File: src/rtl/elapsed_alarm_pkg.sv
package elapsed_alarm_pkg;
  localparam int unsigned DEF_CNT_W     = 48;
  localparam int unsigned DEF_WORD_W    = 16;
  localparam int unsigned DEF_ADDR_W    = 5;
  localparam int unsigned DEF_CNT_BASE  = 'h00;
  localparam int unsigned DEF_CMP_BASE  = 'h08;
  localparam int unsigned DEF_STAT_ADDR = 'h10;
  localparam int unsigned DEF_ALARM_BIT = 0;
endpackage

File: src/rtl/elapsed_counter.sv
module elapsed_counter #(
  parameter int unsigned CNT_W  = 48,
  parameter int unsigned WORD_W = 16,
  localparam int unsigned NUM_WORDS = CNT_W / WORD_W
) (
  input  logic                 clk_i,
  input  logic                 rst_ni,
  input  logic                 tick_i,
  input  logic [NUM_WORDS-1:0] wr_word_i,
  input  logic [WORD_W-1:0]    wdata_i,
  output logic [CNT_W-1:0]     cnt_o,
  output logic [CNT_W-1:0]     cnt_next_o
);
  logic [CNT_W-1:0] cnt_q, cnt_inc, cnt_d;

  assign cnt_inc = cnt_q + CNT_W'(1);

  // per word: write beats increment, increment beats hold
  for (genvar w = 0; w < NUM_WORDS; w++) begin : g_word
    always_comb begin
      if (wr_word_i[w])
        cnt_d[w*WORD_W +: WORD_W] = wdata_i;
      else if (tick_i)
        cnt_d[w*WORD_W +: WORD_W] = cnt_inc[w*WORD_W +: WORD_W];
      else
        cnt_d[w*WORD_W +: WORD_W] = cnt_q[w*WORD_W +: WORD_W];
    end
  end

  always_ff @(posedge clk_i or negedge rst_ni) begin
    if (!rst_ni) cnt_q <= '0;
    else         cnt_q <= cnt_d;
  end

  assign cnt_o      = cnt_q;
  assign cnt_next_o = cnt_d;
endmodule

File: src/rtl/alarm_unit.sv
module alarm_unit #(
  parameter int unsigned CNT_W  = 48,
  parameter int unsigned WORD_W = 16,
  localparam int unsigned NUM_WORDS = CNT_W / WORD_W
) (
  input  logic                 clk_i,
  input  logic                 rst_ni,
  input  logic                 tick_i,
  input  logic [CNT_W-1:0]     cnt_next_i,
  input  logic [NUM_WORDS-1:0] wr_word_i,
  input  logic [WORD_W-1:0]    wdata_i,
  input  logic                 clr_i,
  output logic [CNT_W-1:0]     cmp_o,
  output logic                 flag_o
);
  logic [CNT_W-1:0] cmp_q;
  logic             flag_q, hit;

  for (genvar w = 0; w < NUM_WORDS; w++) begin : g_cmp
    always_ff @(posedge clk_i or negedge rst_ni) begin
      if (!rst_ni)           cmp_q[w*WORD_W +: WORD_W] <= '0;
      else if (wr_word_i[w]) cmp_q[w*WORD_W +: WORD_W] <= wdata_i;
    end
  end

  // match only when a tick lands the count on the compare value
  assign hit = tick_i && (cnt_next_i == cmp_q);

  always_ff @(posedge clk_i or negedge rst_ni) begin
    if (!rst_ni) flag_q <= 1'b0;
    else         flag_q <= hit | (flag_q & ~clr_i);
  end

  assign cmp_o  = cmp_q;
  assign flag_o = flag_q;
endmodule

File: src/rtl/reg_read_mux.sv
module reg_read_mux #(
  parameter int unsigned CNT_W     = 48,
  parameter int unsigned WORD_W    = 16,
  parameter int unsigned ADDR_W    = 5,
  parameter int unsigned CNT_BASE  = 'h00,
  parameter int unsigned CMP_BASE  = 'h08,
  parameter int unsigned STAT_ADDR = 'h10,
  parameter int unsigned ALARM_BIT = 0,
  localparam int unsigned NUM_WORDS = CNT_W / WORD_W
) (
  input  logic [ADDR_W-1:0] addr_i,
  input  logic [CNT_W-1:0]  cnt_i,
  input  logic [CNT_W-1:0]  cmp_i,
  input  logic              flag_i,
  output logic [WORD_W-1:0] rdata_o
);
  always_comb begin
    rdata_o = '0;
    for (int w = 0; w < NUM_WORDS; w++) begin
      if (addr_i == ADDR_W'(CNT_BASE + 2 * w)) rdata_o = cnt_i[w*WORD_W +: WORD_W];
      if (addr_i == ADDR_W'(CMP_BASE + 2 * w)) rdata_o = cmp_i[w*WORD_W +: WORD_W];
    end
    if (addr_i == ADDR_W'(STAT_ADDR)) rdata_o[ALARM_BIT] = flag_i;
  end
endmodule

File: src/rtl/elapsed_alarm_timer.sv
module elapsed_alarm_timer
  import elapsed_alarm_pkg::*;
#(
  parameter int unsigned CNT_W     = DEF_CNT_W,
  parameter int unsigned WORD_W    = DEF_WORD_W,
  parameter int unsigned ADDR_W    = DEF_ADDR_W,
  parameter int unsigned CNT_BASE  = DEF_CNT_BASE,
  parameter int unsigned CMP_BASE  = DEF_CMP_BASE,
  parameter int unsigned STAT_ADDR = DEF_STAT_ADDR,
  parameter int unsigned ALARM_BIT = DEF_ALARM_BIT
) (
  input  logic              clk_i,
  input  logic              rst_ni,
  input  logic              tick_i,
  input  logic              wr_en_i,
  input  logic [ADDR_W-1:0] addr_i,
  input  logic [WORD_W-1:0] wdata_i,
  output logic [WORD_W-1:0] rdata_o,
  output logic              alarm_irq_o
);
  localparam int unsigned NUM_WORDS = CNT_W / WORD_W;

  logic [NUM_WORDS-1:0] cnt_wr, cmp_wr;
  logic                 alarm_clr;
  logic [CNT_W-1:0]     cnt_q, cnt_next, cmp_q;
  logic                 flag_q;

  for (genvar w = 0; w < NUM_WORDS; w++) begin : g_dec
    assign cnt_wr[w] = wr_en_i && (addr_i == ADDR_W'(CNT_BASE + 2 * w));
    assign cmp_wr[w] = wr_en_i && (addr_i == ADDR_W'(CMP_BASE + 2 * w));
  end
  assign alarm_clr = wr_en_i && (addr_i == ADDR_W'(STAT_ADDR)) && wdata_i[ALARM_BIT];

  elapsed_counter #(.CNT_W(CNT_W), .WORD_W(WORD_W)) u_cnt (
    .clk_i      (clk_i),
    .rst_ni     (rst_ni),
    .tick_i     (tick_i),
    .wr_word_i  (cnt_wr),
    .wdata_i    (wdata_i),
    .cnt_o      (cnt_q),
    .cnt_next_o (cnt_next)
  );

  alarm_unit #(.CNT_W(CNT_W), .WORD_W(WORD_W)) u_alarm (
    .clk_i      (clk_i),
    .rst_ni     (rst_ni),
    .tick_i     (tick_i),
    .cnt_next_i (cnt_next),
    .wr_word_i  (cmp_wr),
    .wdata_i    (wdata_i),
    .clr_i      (alarm_clr),
    .cmp_o      (cmp_q),
    .flag_o     (flag_q)
  );

  reg_read_mux #(
    .CNT_W(CNT_W), .WORD_W(WORD_W), .ADDR_W(ADDR_W), .CNT_BASE(CNT_BASE),
    .CMP_BASE(CMP_BASE), .STAT_ADDR(STAT_ADDR), .ALARM_BIT(ALARM_BIT)
  ) u_rd (
    .addr_i  (addr_i),
    .cnt_i   (cnt_q),
    .cmp_i   (cmp_q),
    .flag_i  (flag_q),
    .rdata_o (rdata_o)
  );

  assign alarm_irq_o = flag_q;
endmodule

File: config.mk
export PLATFORM = sky130hd
export DESIGN_NAME = elapsed_alarm_timer
export DESIGN_NICKNAME = d
export VERILOG_FILES = /design/src/rtl/elapsed_alarm_pkg.sv /design/src/rtl/elapsed_counter.sv /design/src/rtl/alarm_unit.sv /design/src/rtl/reg_read_mux.sv /design/src/rtl/elapsed_alarm_timer.sv
export SDC_FILE = /design/constraint.sdc
export NUM_CORES = 1
export LEC_CHECK = 0
export ABC_CLOCK_PERIOD_IN_PS = 3650
export BUFFER_PORTS_ARGS = -buffer_cell sky130_fd_sc_hd__buf_2
export CORE_ASPECT_RATIO = 0.9
export CORE_MARGIN = 2
export CORE_UTILIZATION = 55
export CTS_CLUSTER_SIZE = 20
export DETAILED_ROUTE_END_ITERATION = 10
export PLACE_DENSITY = 0.76
export SLEW_MARGIN = 15
export SYNTH_ARGS = -nofsm -noshare
export SYNTH_HDL_FRONTEND = slang
export SYNTH_SLANG_ARGS = --single-unit
export TNS_END_PERCENT = 10
File: constraint.sdc
create_clock -name clk_i -period 3.65 [get_ports clk_i]
set_clock_uncertainty 0.1 [all_clocks]
set_input_delay 0.1825 -clock clk_i [delete_from_list [all_inputs] [get_ports clk_i]]
set_output_delay 0.1825 -clock clk_i [all_outputs]
set_load 0.03 [all_outputs]
==> reports/summary.txt, run 1 <==
Yosys top cell by area = dfrtp_1
Core Util, Final = 68.1%
Power Internal = 2690 uW
share of the synthesized area in the top cell type = 32.6%
pwr/cell area = 512 nW/um2
Residual DRC = 0
fmax = 278 MHz
Clock Root Buffer = clkbuf_16
largest net degree at the start of global routing = 59
Avg Cell Area, Syn = 8.11 um2
Psw = 1930 uW
placed cells = 1,170
buffer depth of the longest clock path = 2
#FFs+latches synth = 97
# port buffers = 41
Seq pwr share = 36.9%
Syn. warnings = 0
H-tree levels = 3
# diodes = 0
Post-DP HPWL = 25,800 um
Post-synth EDFFs = 0
clk sinks = 97
Clock power frac = 22.5%
synth top area cells = dfrtp_1 (33%), xnor2_1 (6.2%), nand2_1 (5.4%)
CP delay by family, top = simple AND/OR/NAND/NOR gates
WL final = 33,100 um
first-pass GRT wire length = 48,700 um
Overflow after GRT = 0
Net Sw Frac = 41.7%
Commonest cells post-synth = nand2_1 (108), dfrtp_1 (97), o21ai_0 (81), clkbuf_1 (60), xnor2_1 (53)
critical path's slowest cell = or4b_1
pins over their slew limit = 0
area grow syn2layout = 21.3%
critical path cell sequence = and4_1 -> nand4_1 -> buf_4 -> nor4_1 -> buf_4 -> xnor2_1 -> and3_1 -> a311oi_1 -> buf_4 -> nand4_1 -> or4b_1 -> o41ai_2
status = completed
WP data arrival = 3.76 ns
Vert. Die Dim = 114 um
DR vias = 8,334
Critical Path RT = 3.81 ns
setup ws final = 0.0497 ns
Via density = 6.97
Async SR Flop Fraction = 100%
Top FF cell, synth = dfrtp_1
syn_nets = 944
leakage power = 0.00381 uW
die width = 127 um
Slew headroom = 37.4%
global-route usage over all layers = 46.1%
worst vdd ir = 0.486 mV
antenna violations before repair = 0
Routed Antenna Nets = 0
Nets = 1,049
final period utilization = 98.6%
Startpoint Class = flip-flop
DR iter-0 viols = 1,628
vias in the first global route = 7,584
critical path type = flip-flop to flip-flop
share of total power in combinational logic = 40.5%
Worst Path Buf+Inv = 3
pre-CTS setup slack = -0.148 ns
CP peak stage delay = 0.53 ns
iteration count of the initial detailed-routing pass = 7
critical-path maximum fanout = 6
num ports = 42
gpl congestion = 1.10
element type at the critical path end = flip-flop
Seq/Total Area, Yosys = 32.6%
WL per Instance = 27.7 um
final hold violation count = 0
min-delay worst type = primary input to flip-flop
TritonCTS Buffers = 9
Clock Latency Late Sink = 0.37 ns
max-cap viol count = 0
worst slew pin tran = 0.936 ns
fin crit period = 3.60 ns
crit-path most repeated cell = buf_4
post-synthesis cell type count = 75
Initial Util = 56.1%
die area = 14,500 um2
Mapped Area = 7440 um2
post-route insts no fill = 1,195
Gate Count Post-Synth = 917
num rows = 40
most frequent cell after synthesis = nand2_1
share of layout cells above drive strength 1 = 24.3%
clk slew on worst S/H paths = 0.08 ns
Final Setup Violations = 0
CTS tree = done
core area = 13,300 um2
registers in the layout, indices dropped and copies added, names as in the netlist:
register / count
u_cnt.cnt_o: 48
u_alarm.flag_o: 1
u_alarm.cmp_o: 48
layout by cell type (no fill, tap or decap), types with 32 or more instances in the layout:
master / n
buf_4: 128
nand2_1: 108
dfrtp_1: 91
o21ai_0: 81
xnor2_1: 53
nand3_1: 45
nor2_1: 43
xor2_1: 43
buf_2: 40
inv_1: 38
a21oi_1: 33
nor3_1: 32
metal layers:
layer,global-route usage [%],up-vias,routed length (um)
li1,-,3576,-
met3,12.1,120,4760
met5,0,-,0
met4,21.0,0,1930
met2,64.7,719,13300
met1,66.4,3919,13100
worst min-delay path, stage by stage:
cell	delay, ns
buf_2	0.17
nand2_1	0.07
o21ai_0	0.07
what timing repair did:
item / in CTS / in global routing
gates resized for setup: 3 / 19
hold buffers: 1 / 0
hold endpoints to repair: 56 / 0
buffers inserted: 1 / 7
endpoints found under the setup margin: 1 / 1
pin swaps: 0 / 6
power by group through the flow:
stage | combinational, uW | sequential (uW) | clock (uW)
3_3_place_gp | 1720 | 1680 | 0
5_1_grt | 1980 | 1730 | 1100
3_5_place_dp | 1730 | 1690 | 0
4_1_cts | 1750 | 1670 | 1050
2_1_floorplan | 1080 | 1550 | 0
6_report | 1880 | 1710 | 1040
cells by family after synthesis:
kind of cell | count (synthesis) | share of synthesized area [%]
and+or+nand+nor | 367 | 26.2
AOI/OAI and AO/OA | 211 | 19.2
buffers and inverters | 117 | 6.31
DFF | 97 | 32.6
xor gates and xnor gates | 96 | 11.3
muxes | 27 | 4.04
adders and majority gates | 2 | 0.336
final cells by class:
type	count	area [um2]
multi-input combinational	703	4670
inverter	38	143
timing repair buffer	173	1250
tap	168	210
clock inverter	6	83.8
sequential	97	2430
fill	1161	4230
clock buffer	10	239
path summary, 6_finish.rpt:
path                                        start           endpoint  slack [ns]  cells after the start
worst max-delay path              u_cnt.cnt_o[29]     u_alarm.flag_o        0.05                     12
worst min-delay path                   wdata_i[7]    u_cnt.cnt_o[39]        0.06                      3
worst max register to register    u_cnt.cnt_o[29]     u_alarm.flag_o        0.05                     12
worst min register to register  u_alarm.cmp_o[16]  u_alarm.cmp_o[16]        0.46                      2
max in group asynchronous                  rst_ni    u_cnt.cnt_o[30]        2.25                      3
min in group asynchronous                  rst_ni  u_alarm.cmp_o[10]        0.34                      2
through the flow:
step                setup TNS (ns)  power, uW  hold slack [ns]  cell area [um2]
global placement           -0.0837       3410            0.193             8530
floorplan                        0       2630           -0.213             7440
CTS                              0       4480           0.0526             8880
detailed placement          -0.148       3420            0.198             8530
finish                           0       4630           0.0563             9030
global route               -0.0140       4800           0.0846             9030
No activity file was read; power rests on OpenSTA's default activity.
==> inputs of run 2 (changes only) <==
--- a/config.mk
+++ b/config.mk
@@ -9,10 +9,9 @@
 export BUFFER_PORTS_ARGS = -buffer_cell sky130_fd_sc_hd__buf_2
 export CORE_ASPECT_RATIO = 0.9
 export CORE_MARGIN = 2
-export CORE_UTILIZATION = 55
+export CORE_UTILIZATION = 30
 export CTS_CLUSTER_SIZE = 20
 export DETAILED_ROUTE_END_ITERATION = 10
-export PLACE_DENSITY = 0.76
 export SLEW_MARGIN = 15
 export SYNTH_ARGS = -nofsm -noshare
 export SYNTH_HDL_FRONTEND = slang
==> run 2 against run 1 <==
Register-to-register slack improved by 0.02 ns. Worst hold slack better by 0.029 ns. Sequential power is essentially flat.
==> reports/summary.txt, run 2 (synthesis results as in run 1) <==
Initial Util = 30.6%
met2 Use GR = 42.1%
WL per Instance = 26.9 um
num rows = 54
area grow syn2layout = 24.7%
CTS tree = done
fmax = 279 MHz
first-pass GRT wire length = 53,600 um
Final Setup Violations = 0
final period utilization = 98.1%
Clock Root Buffer = clkbuf_16
gpl congestion = 1.05
antenna violations before repair = 0
# port buffers = 41
Vert. Die Dim = 153 um
gr busiest metal = met2
vias in the first global route = 7,738
Overflow after GRT = 0
TritonCTS Buffers = 9
met1 GRT Util = 40.3%
Post-DP HPWL = 29,000 um
min-delay worst type = primary input to flip-flop
WP data arrival = 3.74 ns
Nets = 1,068
Critical Path RT = 3.81 ns
Clock Latency Late Sink = 0.36 ns
# diodes = 0
leakage power = 0.00388 uW
DR iter-0 viols = 1,347
Core Util, Final = 38.1%
die area = 26,100 um2
element type at the critical path end = flip-flop
status = completed
critical path type = flip-flop to flip-flop
Power, Total = 4640 uW
pins over their slew limit = 0
Routed Antenna Nets = 0
Via density = 6.11
worst vdd ir = 0.348 mV
Slew headroom = 30.9%
fin crit period = 3.58 ns
max-cap viol count = 0
H-tree levels = 3
global-route usage over all layers = 28.2%
final hold violation count = 0
Residual DRC = 0
iteration count of the initial detailed-routing pass = 6
pwr/cell area = 500 nW/um2
WL final = 36,400 um
commonest non-fill, non-tap cell in the layout = buf_4
clk slew on worst S/H paths = 0.09 ns
share of layout cells above drive strength 1 = 25.6%
die width = 170 um
core area = 24,300 um2
R2R Setup Slk = 0.07 ns
largest net degree at the start of global routing = 39
setup TNS = 0 ns
clk sinks = 97
most frequent cells in the layout = buf_4 (150), nand2_1 (108), dfrtp_1 (95)
critical-path maximum fanout = 7
Startpoint Class = flip-flop
buffer depth of the longest clock path = 2
worst slew pin tran = 1.03 ns
DR vias = 8,271
grt met3 use = 5.64%
RSZ-0062 raised after global routing = false
num ports = 42
## run 2: cell count changes in the layout (fill, tap and decap cells not counted), moves of 2 or more
cell	previous run	this run
or4_4	3	5
buf_4	128	150
or4_1	10	8
buf_12	4	1
dfrtp_1	91	95
dfrtp_2	6	2
## run 2: what timing repair did
action | 4_1_cts | 5_1_grt
endpoints found under the setup margin | 1 | 1
buffers inserted | 1 | 4
gates resized for setup | 2 | 16
endpoints found under the hold margin | 26 | 0
hold buffers | 1 | 0
pin swaps | 0 | 5
## run 2: layer usage
| metal | routed length [um] | up-vias | part of all wire, % |
|---|---|---|---|
| met1 | 15500 | 4005 | 43 |
| met4 | 1550 | 0 | 4.3 |
| met5 | 0 | - | 0 |
| li1 | - | 3607 | - |
| met3 | 3980 | 97 | 11 |
| met2 | 15400 | 562 | 42 |
## run 2: final timing paths
kind,startpoint,endpoint,cells past startpoint
max,u_cnt.cnt_o[6],u_alarm.flag_o,12
max in group asynchronous,rst_ni,u_alarm.cmp_o[43],3
max reg2reg,u_cnt.cnt_o[6],u_alarm.flag_o,12
min,wdata_i[7],u_cnt.cnt_o[39],3
min reg2reg,u_alarm.cmp_o[28],u_alarm.cmp_o[28],2
min in group asynchronous,rst_ni,u_cnt.cnt_o[20],2
## run 2: layout make-up
cell class | instances | area [um2]
clock buffer | 9 | 225
clock inverter | 7 | 80.1
fill | 2549 | 15000
inverter | 38 | 143
multi-input combinational | 703 | 4660
sequential | 97 | 2430
tap | 308 | 385
timing repair buffer | 192 | 1360
## run 2: critical path: stages, from the launching register on
cell      delay, ns
dfrtp_2        0.42
buf_4          0.12
and4_4         0.23
nand4_1        0.14
buf_4          0.20
buf_4          0.17
or4_4          0.52
nand2_1        0.09
a211oi_2       0.11
or4_4          0.57
a21oi_1        0.12
or4b_1         0.45
o41ai_2        0.22
## run 2: per-stage QoR
step	hold slack, ns	std cells	cell area (um2)	worst slack, ns
detailed placement	0.0336	1333	8850	-0.0584
floorplan	-0.213	917	7440	0.0443
CTS	0.0786	1351	9180	0.00642
global route	0.0816	1354	9280	0.0115
global placement	0.0320	1333	8850	-0.0236
finish	0.0857	1354	9280	0.0707
## run 2: where the power goes
group          internal [uW]  switching (uW)  total, uW
combinational            843            1100       1940
clock                    491             519       1010
sequential              1320             369       1680
